### src/rtl/de_regen_pkg.sv
package de_regen_pkg;
    // Per-axis window phase
    typedef enum logic [1:0] {
        AX_IDLE,
        AX_BLANK,
        AX_ACTIVE,
        AX_DONE
    } axis_state_t;
endpackage

### src/rtl/de_regen_edge.sv
module de_regen_edge (
    input  logic clk,
    input  logic rst_n,
    input  logic sync_in,
    input  logic pol,
    output logic lead
);
    logic act;
    logic act_q;

    assign act = (sync_in == pol);

    always_ff @(posedge clk or negedge rst_n) begin
        if (!rst_n) act_q <= 1'b1;
        else        act_q <= act;
    end

    assign lead = act & ~act_q;
endmodule

### src/rtl/de_regen_axis.sv
module de_regen_axis
    import de_regen_pkg::*;
#(
    parameter int CNT_W = 13,
    parameter int POS_W = 12
) (
    input  logic             clk,
    input  logic             rst_n,
    input  logic             restart,
    input  logic             step,
    input  logic [CNT_W-1:0] offs,
    input  logic [CNT_W-1:0] len,
    output logic             active,
    output logic [POS_W-1:0] pos
);
    localparam logic [CNT_W-1:0] CNT_MAX = '1;

    axis_state_t     state_q, state_n, base;
    logic [CNT_W-1:0] cnt_q, cnt_n;
    logic [POS_W-1:0] pos_q, pos_n;
    logic [CNT_W:0]   stop;

    assign stop = {1'b0, offs} + {1'b0, len};
    assign base = restart ? AX_BLANK : state_q;

    always_comb begin
        if (restart)
            cnt_n = '0;
        else if (step && state_q != AX_IDLE && cnt_q != CNT_MAX)
            cnt_n = cnt_q + 1'b1;
        else
            cnt_n = cnt_q;
    end

    // next-state process
    always_comb begin
        state_n = base;
        unique case (base)
            AX_IDLE:   state_n = AX_IDLE;
            AX_BLANK: begin
                if ({1'b0, cnt_n} >= stop)  state_n = AX_DONE;
                else if (cnt_n >= offs)     state_n = AX_ACTIVE;
                else                        state_n = AX_BLANK;
            end
            AX_ACTIVE: begin
                if ({1'b0, cnt_n} >= stop)  state_n = AX_DONE;
                else                        state_n = AX_ACTIVE;
            end
            AX_DONE:   state_n = AX_DONE;
        endcase
    end

    // output (position) process
    always_comb begin
        pos_n = '0;
        if (state_n == AX_ACTIVE && base == AX_ACTIVE)
            pos_n = step ? pos_q + 1'b1 : pos_q;
    end

    always_ff @(posedge clk or negedge rst_n) begin
        if (!rst_n) begin
            state_q <= AX_IDLE;
            cnt_q   <= '0;
            pos_q   <= '0;
        end else begin
            state_q <= state_n;
            cnt_q   <= cnt_n;
            pos_q   <= pos_n;
        end
    end

    assign active = (state_q == AX_ACTIVE);
    assign pos    = pos_q;
endmodule

### src/rtl/de_regen.sv
module de_regen
    import de_regen_pkg::*;
#(
    parameter int SIZE_W   = 12,
    parameter int HDLY_W   = 10,
    parameter int VDLY_W   = 6,
    parameter int ILO_W    = 3,
    parameter int DEF_HDLY = 260,
    parameter int DEF_VDLY = 24,
    parameter int DEF_WID  = 1280,
    parameter int DEF_HGT  = 720
) (
    input  logic              clk,
    input  logic              rst_n,
    input  logic              hsync,
    input  logic              vsync,
    input  logic              field_id,
    input  logic              de_in,
    input  logic              cfg_hs_pol,
    input  logic              cfg_vs_pol,
    input  logic              cfg_force_gen,
    input  logic [HDLY_W-1:0] cfg_h_delay,
    input  logic [VDLY_W-1:0] cfg_v_delay,
    input  logic [ILO_W-1:0]  cfg_il_offset,
    input  logic [SIZE_W-1:0] cfg_width,
    input  logic [SIZE_W-1:0] cfg_height,
    output logic              de_out,
    output logic [SIZE_W-1:0] pix_x,
    output logic [SIZE_W-1:0] line_y
);
    localparam int CNT_W = SIZE_W + 1;

    logic hs_edge, vs_edge;

    de_regen_edge u_hs_edge (
        .clk(clk), .rst_n(rst_n), .sync_in(hsync), .pol(cfg_hs_pol), .lead(hs_edge)
    );
    de_regen_edge u_vs_edge (
        .clk(clk), .rst_n(rst_n), .sync_in(vsync), .pol(cfg_vs_pol), .lead(vs_edge)
    );

    // Shadow settings, captured at each vertical leading edge
    logic [HDLY_W-1:0] sh_hdly;
    logic [VDLY_W-1:0] sh_vdly;
    logic [ILO_W-1:0]  sh_ilo;
    logic [SIZE_W-1:0] sh_width, sh_height;
    logic              sh_field;

    always_ff @(posedge clk or negedge rst_n) begin
        if (!rst_n) begin
            sh_hdly   <= HDLY_W'(DEF_HDLY);
            sh_vdly   <= VDLY_W'(DEF_VDLY);
            sh_ilo    <= '0;
            sh_width  <= SIZE_W'(DEF_WID);
            sh_height <= SIZE_W'(DEF_HGT);
            sh_field  <= 1'b0;
        end else if (vs_edge) begin
            sh_hdly   <= cfg_h_delay;
            sh_vdly   <= cfg_v_delay;
            sh_ilo    <= cfg_il_offset;
            sh_width  <= cfg_width;
            sh_height <= cfg_height;
            sh_field  <= field_id;
        end
    end

    // Settings seen this clock: the incoming ones on the capture clock
    logic [HDLY_W-1:0] eff_hdly;
    logic [VDLY_W-1:0] eff_vdly;
    logic [ILO_W-1:0]  eff_ilo;
    logic [SIZE_W-1:0] eff_width, eff_height;
    logic              eff_field;
    logic [CNT_W-1:0]  eff_voffs;

    assign eff_hdly   = vs_edge ? cfg_h_delay   : sh_hdly;
    assign eff_vdly   = vs_edge ? cfg_v_delay   : sh_vdly;
    assign eff_ilo    = vs_edge ? cfg_il_offset : sh_ilo;
    assign eff_width  = vs_edge ? cfg_width     : sh_width;
    assign eff_height = vs_edge ? cfg_height    : sh_height;
    assign eff_field  = vs_edge ? field_id      : sh_field;
    assign eff_voffs  = CNT_W'(eff_vdly) + (eff_field ? CNT_W'(eff_ilo) : '0);

    logic              h_act, v_act, de_gen;
    logic [SIZE_W-1:0] h_pos, v_pos;

    de_regen_axis #(.CNT_W(CNT_W), .POS_W(SIZE_W)) u_h_axis (
        .clk(clk), .rst_n(rst_n),
        .restart(hs_edge), .step(1'b1),
        .offs(CNT_W'(eff_hdly)), .len(CNT_W'(eff_width)),
        .active(h_act), .pos(h_pos)
    );

    de_regen_axis #(.CNT_W(CNT_W), .POS_W(SIZE_W)) u_v_axis (
        .clk(clk), .rst_n(rst_n),
        .restart(vs_edge), .step(hs_edge),
        .offs(eff_voffs), .len(CNT_W'(eff_height)),
        .active(v_act), .pos(v_pos)
    );

    assign de_gen = h_act & v_act;
    assign de_out = cfg_force_gen ? de_gen : de_in;
    assign pix_x  = de_gen ? h_pos : '0;
    assign line_y = de_gen ? v_pos : '0;
endmodule

### config.mk
export PLATFORM = sky130hd
export DESIGN_NAME = de_regen
export DESIGN_NICKNAME = d
export VERILOG_FILES = /design/src/rtl/de_regen_pkg.sv /design/src/rtl/de_regen_edge.sv /design/src/rtl/de_regen_axis.sv /design/src/rtl/de_regen.sv
export SDC_FILE = /design/constraint.sdc
export NUM_CORES = 1
export LEC_CHECK = 0
export BUFFER_PORTS_ARGS = -buffer_cell sky130_fd_sc_hd__buf_2
export CAP_MARGIN = 10
export CORE_MARGIN = 2
export CORE_UTILIZATION = 45
export DETAILED_ROUTE_END_ITERATION = 7
export SYNTH_ARGS = -nofsm -noshare
export SYNTH_HDL_FRONTEND = slang
export SYNTH_SLANG_ARGS = --single-unit
### constraint.sdc
create_clock -name clk -period 7.34 [get_ports clk]
set_input_delay 0.367 -clock clk [delete_from_list [all_inputs] [get_ports clk]]
set_output_delay 0.367 -clock clk [all_outputs]
set_load 0.1 [all_outputs]
# Word level (Yosys, flattened, before mapping)
# Index checks and enable logic that the tools add are counted.
[word_totals] register_bits=100 out_inout_bits=25 word_cells=81 in_bits=52
[op_classes] reduce_logical=9 addsub=7 bitwise_logic=5 n_lt_le_gt_ge=4 eq_ne=15 n_mux=27
[ops] cell="12-bit 2-to-1 mux" n=7
[ops] cell="13-bit 2-to-1 mux" n=4
[ops] cell="13-bit by 14-bit >= comparator with 1-bit output" n=2
[ops] cell="13-bit by 1-bit adder with 13-bit output (second input constant)" n=2
[ops] cell="13-bit != test (second input constant)" n=2
[ops] cell="12-bit by 1-bit adder with 12-bit output (second input constant)" n=2
[ops] cell="2-bit equality test (second input constant)" n=8
[ops] cell="2-bit case mux with 4 select lines" n=2
[ops] cell="10-bit by 12-bit adder with 13-bit output" n=1
[ops] cell="7-bit by 12-bit adder with 13-bit output" n=1
[ops] cell="13-bit by 10-bit >= comparator with 1-bit output" n=1
[ops] cell="13-bit by 7-bit >= comparator with 1-bit output" n=1
[ops] cell="2-bit 2-to-1 mux" n=6
[ops] cell="10-bit 2-to-1 mux" n=1
[ops] cell="6-bit by 3-bit adder with 7-bit output" n=1
[ops] cell="3-bit 2-to-1 mux" n=2
[ops] cell="6-bit 2-to-1 mux" n=1
[ops] cell="1-bit logical AND" n=5
[ops] cell="2-bit by 1-bit equality test with 1-bit output (second input constant)" n=2
[ops] cell="2-bit zero test" n=2
[ops] cell="1-bit 2-to-1 mux" n=4
[ops] cell="2-bit nonzero test" n=2
[ops] cell="1-bit AND" n=3
[ops] cell="1-bit equality test" n=2
[ops] cell="2 further kinds" n=3

# Logic depth before layout (Yosys ltp)
[depth] word_depth=13 depth_mapped=26 mapped_depth_nobuf=23

# By module
# Synthesis repeated with hierarchy kept, for this count alone.
[unflattened] cells_unflattened=717 area_unflattened_um2=7049.3
[by_module_without_submodules] mod="de_regen_axis at u_v_axis" seq_area_each_um2=675.6 area_each_um2=2483.6 instances=1 cells_each=280
[by_module_without_submodules] mod="de_regen_axis at u_h_axis" seq_area_each_um2=675.6 area_each_um2=2436.1 instances=1 cells_each=280
[by_module_without_submodules] mod="de_regen" seq_area_each_um2=1113.6 area_each_um2=2042.0 instances=1 cells_each=151
[by_module_without_submodules] mod="de_regen_edge" seq_area_each_um2=26.3 area_each_um2=43.8 instances=2 cells_each=3

# Worst setup path before layout
# No wires, ideal clock.
[synth_timing] path_type="input-to-reg" start="input cfg_vs_pol" end="register u_v_axis.pos_q[10], in the netlist u_v_axis.pos[10]" arrival_time_ns=5.483 required_ns=7.268 slack_ns=1.785 n_path_buf=4 cell_stages=24 path_cell_list="xnor2_1 > nor2b_1 > buf_1 > clkbuf_1 > clkbuf_1 > nand2_1 > nand2_1 > ha_1 > fa_1 > fa_1 > a21o_1 > a21oi_1 > o21bai_1 > a31oi_1 > nor3b_1 > xnor2_1 > ha_1 > nor4_1 > a21oi_1 > a22oi_1 > o21ai_1 > or4b_1 > clkbuf_1 > nor2_1"
[synth_between] elab_cells_between_ends=25 classes_between="add/sub: 2; order compare: 2; eq/ne: 6; mux: 12; bitwise: 1; reduce/logical: 2"
[synth_lines] element="start, declared" line="de_regen.sv:20" source="input logic cfg_vs_pol,"
[synth_lines] element="1-bit equality test *" line="de_regen_edge.sv:11" source="assign act = (sync_in == pol);"
[synth_lines] element="1-bit AND *" line="de_regen_edge.sv:18" source="assign lead = act & ~act_q;"
[synth_lines] element="6-bit 2-to-1 mux *"
[synth_lines] element="net eff_vdly[0]" line="de_regen.sv:69" source="logic [VDLY_W-1:0] eff_vdly;"
[synth_lines] element="6-bit by 3-bit adder with 7-bit output *" line="de_regen.sv:81" source="assign eff_voffs = CNT_W'(eff_vdly) + (eff_field ? CNT_W'(eff_ilo) : '0);"
[synth_lines] element="7-bit by 12-bit adder with 13-bit output or 13-bit by 7-bit >= comparator with 1-bit output (tied branches)" line="de_regen_axis.sv:23, de_regen_axis.sv:42"
[synth_lines] element="13-bit by 14-bit >= comparator with 1-bit output or 2-bit 2-to-1 mux (tied branches)" line="de_regen_axis.sv:41, de_regen_axis.sv:46, de_regen_axis.sv:42"
[synth_lines] element="1-bit 2-to-1 mux or 2-bit 2-to-1 mux (tied branches)" line="de_regen_axis.sv:46, de_regen_axis.sv:41"
[synth_lines] element="2-bit case mux with 4 select lines *" line="de_regen_axis.sv:38" source="unique case (base)"
[synth_lines] element="2-bit equality test *" line="de_regen_axis.sv:56" source="if (state_n == AX_ACTIVE && base == AX_ACTIVE)"
[synth_lines] element="1-bit logical AND *" line="de_regen_axis.sv:56"
[synth_lines] element="2-bit != test (no source line) or 12-bit 2-to-1 mux (tied branches)"
[synth_lines] element="end signal, assigned" line="de_regen_axis.sv:68" source="pos_q <= pos_n;"
[synth_lines] element="end, declared" line="de_regen_axis.sv:20" source="logic [POS_W-1:0] pos_q, pos_n;"
# The timed path passes the listed nets; every way through them passes the cells marked *.
# A chain may end at the register's enable or synchronous reset.

# Final worst setup path
[layout_timing] start="input cfg_vs_pol" end="register u_v_axis.pos_q[1], in the netlist u_v_axis.pos[1]"
[layout_between] elab_chain_len=12 elab_cells_between_ends=25 classes_between="add/sub: 2; order compare: 2; eq/ne: 6; mux: 12; bitwise: 1; reduce/logical: 2"
[layout_lines] element="1-bit equality test *" line="de_regen_edge.sv:11"
[layout_lines] element="net u_vs_edge.act" line="de_regen_edge.sv:8" source="logic act;"
[layout_lines] element="1-bit AND *" line="de_regen_edge.sv:18"
[layout_lines] element="3-bit 2-to-1 mux or 1-bit 2-to-1 mux (tied branches)"
[layout_lines] element="3-bit 2-to-1 mux" line="de_regen.sv:81"
[layout_lines] element="6-bit by 3-bit adder with 7-bit output" line="de_regen.sv:81"
[layout_lines] element="7-bit by 12-bit adder with 13-bit output or 13-bit by 7-bit >= comparator with 1-bit output (tied branches)" line="de_regen_axis.sv:23, de_regen_axis.sv:42"
[layout_lines] element="13-bit by 14-bit >= comparator with 1-bit output or 2-bit 2-to-1 mux (tied branches)" line="de_regen_axis.sv:41, de_regen_axis.sv:46, de_regen_axis.sv:42"
[layout_lines] element="1-bit 2-to-1 mux or 2-bit 2-to-1 mux (tied branches)" line="de_regen_axis.sv:46, de_regen_axis.sv:41"
[layout_lines] element="2-bit case mux with 4 select lines" line="de_regen_axis.sv:38"
[layout_lines] element="2-bit equality test" line="de_regen_axis.sv:56"
[layout_lines] element="1-bit logical AND *" line="de_regen_axis.sv:56"
[layout_lines] element="2-bit != test (no source line) or 12-bit 2-to-1 mux (tied branches)"
# Marks and branches as above.

==> impl_metrics.ini <==
[outcome]
outcome = finished, violations left
violations = hold timing

[synthesis]
yosys_warnings = 0
netlist_area_um2 = 6497
syn_area_per_cell_um2 = 9.075
synth_async_sr_flop_share_pct = 100.0
synth-seq-area-share_pct = 38.74
synthDistinctLibCells = 56
synth_edf_count = 0
synth_cells = 716
ys_ff_latch = 100
synth_ff_type = dfrtp_1
syn_nets = 838

[worst_setup_path]
cp_top_family = simple AND/OR/NAND/NOR gates
crit_slowest_cell = or4b_1
crit_buf_inv = 1
crit_arrival_ns = 6.29
crit_path_end = u_v_axis.pos[1]
cp-startpoint = cfg_vs_pol
crit_cells = 21
r2r-start = u_vs_edge.act_q
crit_chain = buf_2 > xnor2_1 > nor2b_4 > mux2i_1 > nor2b_1 > ha_1 > fa_1 > fa_1 > a21o_1 > a21oi_1 > o21bai_1 > a31oi_1 > nor3b_1 > xnor2_1 > ha_1 > nor4_1 > a21oi_1 > a22oi_1 > o21ai_1 > or4b_1 > a21oi_1
reg2reg_to = u_v_axis.pos[1]
cp_max_fo = 26
cpMostUsedCell = a21oi_1
r2r_cells = 19
crit_type = in -> reg
crit_path_max_incr_delay_ns = 0.73
worstSetupEndpointType = register
reg2reg_slack_ns = 1.63
cp-start-kind = input port
required_ns = 7.62

[detailed_routing]
viasPerCell = 5.278
wl_per_cell_um = 14.70
drt_wl_total_um = 14320
vias = 5141
firstDrtPassIters = 5
ant_nets = 0
drcViolationCount = 0
drtIter0Drc = 283

[cells_and_area]
drive_gt1_share_pct = 15.49
fill_cells = 1320
layout_commonest_cell = nand2_1
fin_nets = 911
syn_to_final_growth_pct = 13.50
design_area_um2 = 7375
insertedDiodeCount = 0
most-common-layout-cells = 116 x nand2_1, 88 x dfrtp_1, 75 x buf_2, 71 x nor2_1, 67 x ha_1

[placement]
hpwl_um = 11080
numPortBuffers = 76
place_ws_ns = 0.9980
placed_area_um2 = 7086
place_congestion = 0.8686

[clock_network]
clk_pin_slew_worst_paths_ns = 0.07
cts_max_path_buffers = 2
insertion_delay_ns = 0.35
clock-sinks = 100
post_cts_resize_count = 0
cts_setup_buffers = 0
cts_hold_buf = 0
cts_buffers = 9
cts_tree = built
root_buffer = clkbuf_16
h-tree-depth = 3

[power_and_ir_drop]
power_frac_seq_pct = 35.6
power_density_nw_per_um2 = 255.3
p_comb_share_pct = 40.0
ir_worst_vdd_mv = 0.1209
netSwitchingPower_uw = 683.3
p_leak_uw = 0.003745
clockPowerShare_pct = 24.4
p_int_uw = 1199
swShare_pct = 36.30

[floorplan]
rows = 43
die_area_um2 = 15420
initial_core_util_pct = 46.45
io_pins = 77
die_w_um = 124.2
core_um2 = 13990
die_y_um = 124.2

[worst_hold_path]
hold_class = in -> async

[timing]
slew_viol_final = 0
setup_ws_ns = 1.328
fin_setup_tns_ns = 0
clock.fmax_ghz = 0.1663
setup_viol = 0
rsz0062_at_grt = no
finalCritPeriodShare_pct = 81.90
finalHoldViolations = 3
hold_ws_ns = -0.002827
max-slew-margin-rel_pct = 49.16
fin_crit_ns = 6.012
worst_pin_slew_ns = 0.7626
fin_skew_ns = 0.008245

[global_route]
grt_max_degree = 61
grt_usage_pct = 19.87
grt_pass1_wl_um = 23830
gr-total-overflow = 0
grt_antenna_before_repair = 1
grt_pass1_vias = 5036

[job]
drv_cap = 0
==> per-layer routing <==
layer / part of all wire [%] / global-route usage (%) / up-vias
met1: 48 / 27.13 / 2395
li1: - / - / 2617
met5: 0.070 / 0 / -
met4: 1.0 / 5.056 / 2
met3: 5.0 / 4.121 / 12
met2: 46 / 32.27 / 115
==> sequential cells by signal, indices dropped and copies added, names as in the netlist <==
name / flops
u_h_axis.cnt_q: 13
u_v_axis.cnt_q: 13
sh_height: 12
sh_width: 12
u_h_axis.pos: 12
u_v_axis.pos: 12
sh_hdly: 10
sh_vdly: 6
sh_ilo: 3
u_h_axis.state_q: 2
u_v_axis.state_q: 2
sh_field: 1
u_hs_edge.act_q: 1
u_vs_edge.act_q: 1
==> cell type report <==
class	instances	area [um2]	area share (%)
Tap cell	180	225.2	3.054
Clock inverter	5	36.28	0.4920
Sequential cell	100	2517	34.14
Multi-Input combinational cell	559	3780	51.26
Inverter	38	142.6	1.934
Timing Repair Buffer	81	420.4	5.701
Clock buffer	11	252.7	3.427
==> worst min path at each step <==
stage               start         endpoint  slack [ns]  cells after the start
global route        rst_n  u_v_axis.pos[9]        0.04                      1
global placement    rst_n  u_v_axis.pos[9]        0.40                      1
finish              rst_n  u_v_axis.pos[8]      -0.003                      1
CTS                 rst_n  u_v_axis.pos[8]        0.02                      1
floorplan           rst_n         sh_field        0.07                      0
detailed placement  rst_n  u_v_axis.pos[8]        0.40                      1
==> through the flow <==
stage / total power (uW) / util (%) / cells
after floorplan: 1242 / - / 716
after global placement: 1408 / 50.65 / 958
after detailed placement: 1435 / 50.65 / 958
after CTS: 1907 / 52.72 / 974
after global routing: 2039 / 52.72 / 974
final: 1882 / 52.72 / 974
==> worst register-to-register path: cells and delay by family, from the launching register on <==
family | cells | cell delay, ns
flip-flops | 1 | 0.38
AND/OR/NAND/NOR | 5 | 1.66
adder cells (fa/ha/maj) | 4 | 1.48
XOR/XNOR | 1 | 0.15
AO/OA/AOI/OAI | 8 | 1.55
multiplexers | 1 | 0.41
==> Yosys cell counts, drive strengths merged, types with 6 or more instances <==
cell type	n	area, um2
clkbuf	14	52.55
nor3	15	75.07
inv	38	142.6
ha	67	838.3
xnor2	33	289.0
and3	10	62.56
nor2	71	266.5
nor2b	6	37.54
a21o	10	75.07
and4	8	70.07
dfrtp	88	2202
nand2b	6	37.54
a21oi	23	115.1
and2	24	150.1
mux2i	19	190.2
nor4	7	43.79
nand2	116	435.4
o21ai	20	100.1
dfstp	12	315.3
or2	7	43.80
xor2	31	271.5
nand3	22	110.1
nand4	12	75.07
==> cell families (layout without fill, tap and decap cells) <==
group	Yosys count	after routing	share of synthesized area, %
fa+ha+maj	70	70	13.83
buf+inv	57	135	3.331
xor+xnor	64	64	8.627
simple gates	313	313	22.76
mux	21	21	3.274
flops	100	100	38.74
compound gates	91	91	9.436
==> power by group through the flow <==
stage	Clock [uW]	Combinational [uW]	Sequential [uW]
2_1_floorplan	0	573	669
3_3_place_gp	0	731	677
6_report	459	753	670
3_5_place_dp	0	755	680
5_1_grt	496	865	678
4_1_cts	474	763	670
Note: power is estimated with default switching activity, not from simulation.
